--- src/rtl/dsm_pkg.sv ---
package dsm_pkg;
  localparam int DSM_NUM_REGS = 8;
  localparam int DSM_REG_W    = 32;

  typedef enum logic {
    HALF_LO = 1'b0,
    HALF_HI = 1'b1
  } half_sel_e;
endpackage

--- src/rtl/dsm_rst_sync.sv ---
module dsm_rst_sync #(
  parameter int STAGES = 2
) (
  input  logic clk,
  input  logic rst_n,
  output logic rst_q_n
);
  logic [STAGES-1:0] sync_q;
  logic [STAGES-1:0] sync_d;

  always_comb begin
    sync_d = {sync_q[STAGES-2:0], 1'b1};
  end

  always_ff @(posedge clk or negedge rst_n) begin
    if (!rst_n) sync_q <= '0;
    else        sync_q <= sync_d;
  end

  assign rst_q_n = sync_q[STAGES-1];
endmodule

--- src/rtl/dsm_regfile.sv ---
module dsm_regfile #(
  parameter int NUM_REGS = 8,
  parameter int REG_W    = 32,
  parameter int IDX_W    = $clog2(NUM_REGS)
) (
  input  logic                           clk,
  input  logic                           rst_n,
  input  logic                           ld_en,
  input  logic [IDX_W-1:0]               ld_idx,
  input  logic [REG_W-1:0]               ld_data,
  input  logic                           mul_en,
  input  logic [IDX_W-1:0]               mul_idx,
  input  logic [REG_W-1:0]               mul_data,
  output logic [NUM_REGS-1:0][REG_W-1:0] regs_q
);
  logic [REG_W-1:0] store_q [NUM_REGS];

  for (genvar g = 0; g < NUM_REGS; g++) begin : g_reg
    logic             ld_hit;
    logic             mul_hit;
    logic             reg_en;
    logic [REG_W-1:0] reg_d;

    // next-state: the multiply write outranks a load to the same register
    always_comb begin
      ld_hit  = ld_en  && (ld_idx  == IDX_W'(g));
      mul_hit = mul_en && (mul_idx == IDX_W'(g));
      reg_en  = ld_hit || mul_hit;
      reg_d   = mul_hit ? mul_data : ld_data;
    end

    always_ff @(posedge clk or negedge rst_n) begin
      if (!rst_n)      store_q[g] <= '0;
      else if (reg_en) store_q[g] <= reg_d;
    end

    assign regs_q[g] = store_q[g];
  end
endmodule

--- src/rtl/dsm_half_pick.sv ---
module dsm_half_pick
  import dsm_pkg::*;
#(
  parameter int NUM_REGS = 8,
  parameter int REG_W    = 32,
  parameter int IDX_W    = $clog2(NUM_REGS),
  parameter int HALF_W   = REG_W / 2
) (
  input  logic [NUM_REGS-1:0][REG_W-1:0] regs,
  input  logic [IDX_W-1:0]               idx,
  input  half_sel_e                      sel,
  output logic [HALF_W-1:0]              half
);
  logic [REG_W-1:0] word;

  always_comb begin
    word = regs[idx];
    if (sel == HALF_HI) half = word[REG_W-1 -: HALF_W];
    else                half = word[HALF_W-1:0];
  end
endmodule

--- src/rtl/dsm_sat_lane.sv ---
module dsm_sat_lane #(
  parameter int HALF_W = 16
) (
  input  logic [HALF_W-1:0] op_a,
  input  logic [HALF_W-1:0] op_b,
  output logic [HALF_W-1:0] res,
  output logic              sat
);
  localparam int PROD_W = 2 * HALF_W;

  logic [PROD_W-1:0] prod;

  always_comb begin
    prod = PROD_W'(op_a) * PROD_W'(op_b);
    sat  = |prod[PROD_W-1:HALF_W];
    res  = sat ? {HALF_W{1'b1}} : prod[HALF_W-1:0];
  end
endmodule

--- src/rtl/dsm_unit.sv ---
module dsm_unit
  import dsm_pkg::*;
#(
  parameter int NUM_REGS = DSM_NUM_REGS,
  parameter int REG_W    = DSM_REG_W,
  parameter int IDX_W    = $clog2(NUM_REGS),
  parameter int OP_W     = IDX_W + 4 * (IDX_W + 1)
) (
  input  logic             clk,
  input  logic             rst_n,
  input  logic             ld_en,
  input  logic [IDX_W-1:0] ld_idx,
  input  logic [REG_W-1:0] ld_data,
  input  logic             issue,
  input  logic [OP_W-1:0]  op_word,
  input  logic [IDX_W-1:0] rd_idx,
  output logic [REG_W-1:0] rd_data,
  output logic             ovf
);
  localparam int HALF_W = REG_W / 2;
  localparam int SRC_W  = IDX_W + 1;
  localparam int LANE_W = 2 * SRC_W;
  localparam int LANES  = 2;

  logic                           rst_q_n;
  logic [NUM_REGS-1:0][REG_W-1:0] regs_q;
  logic [IDX_W-1:0]               dest_idx;
  logic [LANES-1:0][HALF_W-1:0]   lane_res;
  logic [LANES-1:0]               lane_sat;
  logic [REG_W-1:0]               mul_data;
  logic                           ovf_d;
  logic                           ovf_q;

  dsm_rst_sync #(.STAGES(2)) u_rst_sync (
    .clk     (clk),
    .rst_n   (rst_n),
    .rst_q_n (rst_q_n)
  );

  assign dest_idx = op_word[IDX_W-1:0];

  // lane 1 feeds the upper half of the destination, lane 0 the lower half
  for (genvar l = 0; l < LANES; l++) begin : g_lane
    logic [1:0][HALF_W-1:0] opnd;
    logic [LANE_W-1:0]      lane_fld;

    assign lane_fld = op_word[IDX_W + l*LANE_W +: LANE_W];

    for (genvar k = 0; k < 2; k++) begin : g_src
      logic [IDX_W-1:0] src_idx;
      half_sel_e        src_sel;

      assign src_idx = lane_fld[k*SRC_W +: IDX_W];
      assign src_sel = half_sel_e'(lane_fld[k*SRC_W + IDX_W]);

      dsm_half_pick #(
        .NUM_REGS (NUM_REGS),
        .REG_W    (REG_W),
        .IDX_W    (IDX_W),
        .HALF_W   (HALF_W)
      ) u_pick (
        .regs (regs_q),
        .idx  (src_idx),
        .sel  (src_sel),
        .half (opnd[k])
      );
    end

    dsm_sat_lane #(.HALF_W(HALF_W)) u_lane (
      .op_a (opnd[0]),
      .op_b (opnd[1]),
      .res  (lane_res[l]),
      .sat  (lane_sat[l])
    );
  end

  assign mul_data = {lane_res[1], lane_res[0]};

  dsm_regfile #(
    .NUM_REGS (NUM_REGS),
    .REG_W    (REG_W),
    .IDX_W    (IDX_W)
  ) u_regfile (
    .clk      (clk),
    .rst_n    (rst_q_n),
    .ld_en    (ld_en),
    .ld_idx   (ld_idx),
    .ld_data  (ld_data),
    .mul_en   (issue),
    .mul_idx  (dest_idx),
    .mul_data (mul_data),
    .regs_q   (regs_q)
  );

  always_comb begin
    ovf_d = issue && (|lane_sat);
  end

  always_ff @(posedge clk or negedge rst_q_n) begin
    if (!rst_q_n) ovf_q <= 1'b0;
    else          ovf_q <= ovf_d;
  end

  assign ovf     = ovf_q;
  assign rd_data = regs_q[rd_idx];
endmodule

--- config.mk ---
export PLATFORM = sky130hd
export DESIGN_NAME = dsm_unit
export DESIGN_NICKNAME = d
export VERILOG_FILES = /design/src/rtl/dsm_pkg.sv /design/src/rtl/dsm_rst_sync.sv /design/src/rtl/dsm_regfile.sv /design/src/rtl/dsm_half_pick.sv /design/src/rtl/dsm_sat_lane.sv /design/src/rtl/dsm_unit.sv
export SDC_FILE = /design/constraint.sdc
export NUM_CORES = 2
export LEC_CHECK = 0
export BUFFER_PORTS_ARGS = -buffer_cell sky130_fd_sc_hd__buf_4
export CAP_MARGIN = 15
export CORE_MARGIN = 4
export CORE_UTILIZATION = 62
export CTS_CLUSTER_SIZE = 24
export DETAILED_ROUTE_END_ITERATION = 10
export PLACE_DENSITY = 0.8
export SLEW_MARGIN = 20
export SYNTH_ARGS = -nofsm -noshare
export SYNTH_HDL_FRONTEND = slang
export SYNTH_SLANG_ARGS = --single-unit
--- constraint.sdc ---
create_clock -name clk -period 10.3 [get_ports clk]
set_input_delay 3.09 -clock clk [delete_from_list [all_inputs] [get_ports clk]]
set_output_delay 3.09 -clock clk [all_outputs]
set_load 0.01 [all_outputs]
* Word level (Yosys, flattened, before mapping)
Index checks and enable logic that the tools add are counted. W data, S select, Z words.
Word-level totals: word-level logic and storage cells 85, flip-flop bits (word level) 259, output and inout port bits 33, bits of input ports 61
Cells by class: multiplexer cells 24, magnitude comparators 5, eq/ne operators 14, reductions and logical operators 30, multipliers 2
Operators by type and width (number):
- $bmux W32 S3 | 5
- $mux W32 | 13
- $mux W16 | 6
- $mul A16 B16 Y32 | 2
- $reduce_or A16 Y1 | 2
- $reduce_or A32 Y1 | 1
- $eq A3 B3 Y1 const B | 8
- $lt A3 B4 Y1 const B | 5
- $logic_and A1 B1 Y1 | 17
- $eq A3 B2 Y1 const B | 4
- $logic_or A1 B1 Y1 | 8
- $eq A3 B1 Y1 const B | 2
- $logic_not A3 Y1 | 2

* Logic depth before layout (Yosys ltp)
depth after elaboration 7, gate-level depth with buffers 34, gate-level depth less buffers 27

* Modules after synthesis
Synthesis repeated with hierarchy kept, for this count alone.
Unflattened totals: cells, all modules 3925, area, all modules 39987.1 µm²
By module, submodules not included:
- dsm_regfile | seq. area each 6406.1 µm², area an instance 12268.0 µm², cells each 1192, times used 1
- dsm_sat_lane at g_lane[1].u_lane | seq. area each 0.0 µm², area an instance 8922.3 µm², cells each 1047, times used 1
- dsm_sat_lane at g_lane[0].u_lane | seq. area each 0.0 µm², area an instance 8904.8 µm², cells each 1019, times used 1
- dsm_half_pick | seq. area each 0.0 µm², area an instance 1933.1 µm², cells each 137, times used 4
- dsm_unit | seq. area each 25.0 µm², area an instance 2105.8 µm², cells each 116, times used 1
- dsm_rst_sync | seq. area each 50.0 µm², area an instance 53.8 µm², cells each 3, times used 1

* Worst setup path after synthesis
Ideal clock, no wire load.
path type input -> register, start in op_word[7], end reg u_regfile.store_q (netlist bit u_regfile.regs_q[169]), setup slack -613 ps, path buffers 6, library setup time 124 ps, cell stages on the path 31, arrival time 10790 ps, cells stage by stage buf_2 buf_2 buf_2 mux4_2 mux2i_1 nand2_1 o21ai_0 clkbuf_1 nor2_1 fa_1 inv_1 fa_1 fa_1 fa_1 inv_1 fa_1 inv_1 fa_1 inv_1 ha_1 a2111oi_2 o21ai_1 a31oi_2 a211oi_2 nor2_1 o31ai_1 a2111oi_0 nand4_1 buf_2 buf_2 o31a_1
On the way: longest elaborated chain between the ends 7
RTL lines:
- start, declared | line dsm_unit.sv:15 | input logic [OP_W-1:0] op_word,
- $bmux W32 S3 (*) | line dsm_half_pick.sv:17 | word = regs[idx];
- $mux W32 (implied by the code) (*) | line dsm_half_pick.sv:17
- $mux W16 (*) | line dsm_half_pick.sv:18 | if (sel == HALF_HI) half = word[REG_W-1 -: HALF_W];
- $mul A16 B16 Y32 (*) | line dsm_sat_lane.sv:14 | prod = PROD_W'(op_a) * PROD_W'(op_b);
- $reduce_or A16 Y1 | line dsm_sat_lane.sv:15 | sat = |prod[PROD_W-1:HALF_W];
- $mux W16 (*) | line dsm_sat_lane.sv:16 | res = sat ? {HALF_W{1'b1}} : prod[HALF_W-1:0];
- $mux W32 (*) | line dsm_regfile.sv:29 | reg_d = mul_hit ? mul_data : ld_data;
- end signal, assigned by index | line dsm_regfile.sv:34 | else if (reg_en) store_q[g] <= reg_d;
- end, declared | line dsm_regfile.sv:16 | logic [REG_W-1:0] store_q [NUM_REGS];
Every way passes the cells marked *; elsewhere a longest branch is shown, timed or not. The select of a mux whose other input is x is not followed. A chain may end at the register's enable or synchronous reset.

* Worst setup path after layout
start in op_word[7], end reg u_regfile.store_q (netlist bit u_regfile.regs_q[237])
The elaborated chain is that of the path after synthesis.

==> impl_metrics.tcl <==
set metrics [dict create \
    port_buffers 93 \
    hold_viol 0 \
    slowest_stage "mux4_2" \
    routed_wl_um 155000 \
    die_h_um 261 \
    fin_crit_ns 10.34 \
    drc 0 \
    worstPathMaxFanout 8 \
    layout.cells.non_filler 5389 \
    violations "setup timing" \
    die_area_mm2 0.0683 \
    cts_buffers 24 \
    nFillCells 4186 \
    max-cap-violations 0 \
    synth-async-reset-ratio_pct 100 \
    fin_tns_setup_ns -0.426 \
    grt_first_pass_wirelength_um 222000 \
    rows 92 \
    end_kind "flip-flop" \
    clkLatencyLatePin_ns 0.58 \
    seq_area_mm2 0.00648 \
    gp_congestion 1.05 \
    dp_hpwl_um 108000 \
    vias 37700 \
    worst_slew_pin_slew_ns 1.26 \
    status "finished, violations left" \
    start_util_pct 62.9 \
    reg2reg_from "u_regfile.regs_q[116]" \
    overflow 0 \
    boundaryPins 94 \
    syn-num-nets 4821 \
    setup_viol 29 \
    synth-seq-cells 259 \
    synth.area.top_cells "mux4_2, fa_1, dfrtp_1, nand2_1, ha_1" \
    design.core.area_mm2 0.0633 \
    tritoncts "done" \
    holdBufCountCts 0 \
    setup_slack_ns -0.0427 \
    viasPerCell 7.00 \
    synth_top_area_cell "mux4_2" \
    synth_area_per_cell_um2 9.56 \
    period_share_pct 100 \
    min_path_type "flip-flop to flip-flop" \
    firstDrtPassIters 6 \
    clock-sinks 259 \
    yosysWarnings 0 \
    crit_type "input port to flip-flop" \
    area_growth_pct 20.6 \
    synth_ff_type "dfrtp_1" \
    drive_gt1_share_pct 29.0 \
    layout_common_cells "nand2_1, buf_4, inv_1" \
    finalClockSkew_ns 0.0282 \
    synth_edf_count 0 \
    syn_area_mm2 0.0398 \
    rsz0062_at_grt "yes" \
    finalCoreUtilization_pct 75.8 \
    drv_slew 0 \
    clockRootBuffer "clkbuf_16" \
    antenna_left 0 \
    grt_pass1_vias 37674 \
    start_kind "input port" \
    arrival_ns 10.79 \
    clk_pin_slew_ns 0.07 \
    drt_iter0_markers 5236 \
    grt_max_degree 71 \
    r2r-end "u_regfile.regs_q[237]" \
    multiInputGateArea_mm2 0.0313 \
    die_x_um 261 \
    synth-seq-area-share_pct 16.3 \
    htree_levels 1 \
    final_common_cell "nand2_1" \
    synthCells 4164 \
    antenna_found_initial 5 \
    wl_per_cell_um 28.7 \
    ff2ff_path_depth 29 \
    relSlewSlack_pct 15.4 \
    cp-startpoint "op_word[7]" \
    fmax_ghz 0.0967 \
    synth.top_cell.area_share_pct 20.0 \
    clockBufferDepth 3 \
    synthDistinctLibCells 65 \
    grt_usage_pct 43.1 \
    placed_cells 5221 \
    max_stage_delay_ns 0.60 \
    layout.nets 5180 \
    endpoint "u_regfile.regs_q[237]" \
    required_ns 10.74 \
    reg2reg_slack_ns 2.33 \
    path_common_cell "fa_2" \
]
## synth_stat cells (all sizes together) (8+ instances only)
library cell	n
o21ai	67
xnor2	24
nand2b	58
and2	65
o21a	22
nand3	281
clkbuf	255
mux4	353
a211oi	12
a21oi	56
mux2i	35
inv	471
buf	86
dfrtp	259
a21o	19
nand2	771
a31oi	10
or2	10
o211ai	8
o31a	257
and4	8
mux2	63
ha	208
nor2b	60
nand4	17
nor3	8
xor2	20
fa	388
nor2	217
a21boi	8
## flip-flops by register name (all words and copies together) (netlist names)
name / flops
ovf: 1
u_regfile.regs_q: 256
u_rst_sync.sync_q: 2
## stage by stage
stage	area, um^2	setup WS, ns	hold WS [ns]
finish	48000	-0.0427	0.352
global route	48000	-0.182	0.356
CTS	45800	0.00354	0.351
detailed placement	44500	-0.873	0.336
global placement	44500	-0.812	0.335
floorplan	40300	0.00105	0.331
## worst min-delay path by stage
stage / cells past startpoint / from / slack (ns) / end
after floorplan: 0 / u_rst_sync.sync_q[0] / 0.33 / u_rst_sync.sync_q[1]
after global placement: 0 / u_rst_sync.sync_q[0] / 0.34 / u_rst_sync.sync_q[1]
after detailed placement: 0 / u_rst_sync.sync_q[0] / 0.34 / u_rst_sync.sync_q[1]
after CTS: 0 / u_rst_sync.sync_q[0] / 0.35 / u_rst_sync.sync_q[1]
after global routing: 0 / u_rst_sync.sync_q[0] / 0.36 / u_rst_sync.sync_q[1]
final: 0 / u_rst_sync.sync_q[0] / 0.35 / u_rst_sync.sync_q[1]
## critical path, delay by kind of cell
family          cells  cell delay (ns)
fa+ha+maj           7             3.32
buf+inv            11             1.36
mux                 2             1.10
compound gates      4             0.96
simple gates        4             0.73
xor+xnor            1             0.16
## routing by layer
layer / share of wire, % / global-route usage (%) / vias to the layer above / wire (um)
met5: 0.032 / 0.427 / - / 50
met4: 9.5 / 30.1 / 8 / 14700
met3: 15 / 13.1 / 1078 / 22500
met2: 44 / 67.2 / 3212 / 68500
met1: 32 / 51.6 / 18300 / 48800
li1: - / - / 15102 / -
## area by class of cell
cell class	count	share of cell area (%)
antenna	2	0.0104
clock buffer	38	1.57
clock inverter	6	0.227
inverter	471	3.70
multi-input combinational	3097	65.1
sequential	259	13.5
tap	846	2.20
timing repair buffer	670	13.7
## cells by family (layout without fill, tap and decap cells)
kind of cell             count (synthesis)  in the layout  share of synthesized area, %
AND/OR/NAND/NOR                       1513           1513                          16.8
buffers and inverters                  812           1185                          7.89
adder cells (fa/ha/maj)                596            596                          26.1
AO/OA/AOI/OAI                          488            488                          9.40
multiplexers                           451            455                          22.6
flip-flops                             259            259                          16.3
XOR/XNOR                                44             44                         0.968
other                                    1              3                       0.00942
## what timing repair did
action                     in CTS  in global routing
setup endpoints to repair     254                257
gates resized for setup        34                244
buffers inserted               15                 72
gates cloned                    5                 30
pin swaps                       7                153
Power is left out: the tool's default activity adds up to more than one toggle a clock period on the data nets, which glitch-free logic cannot reach.
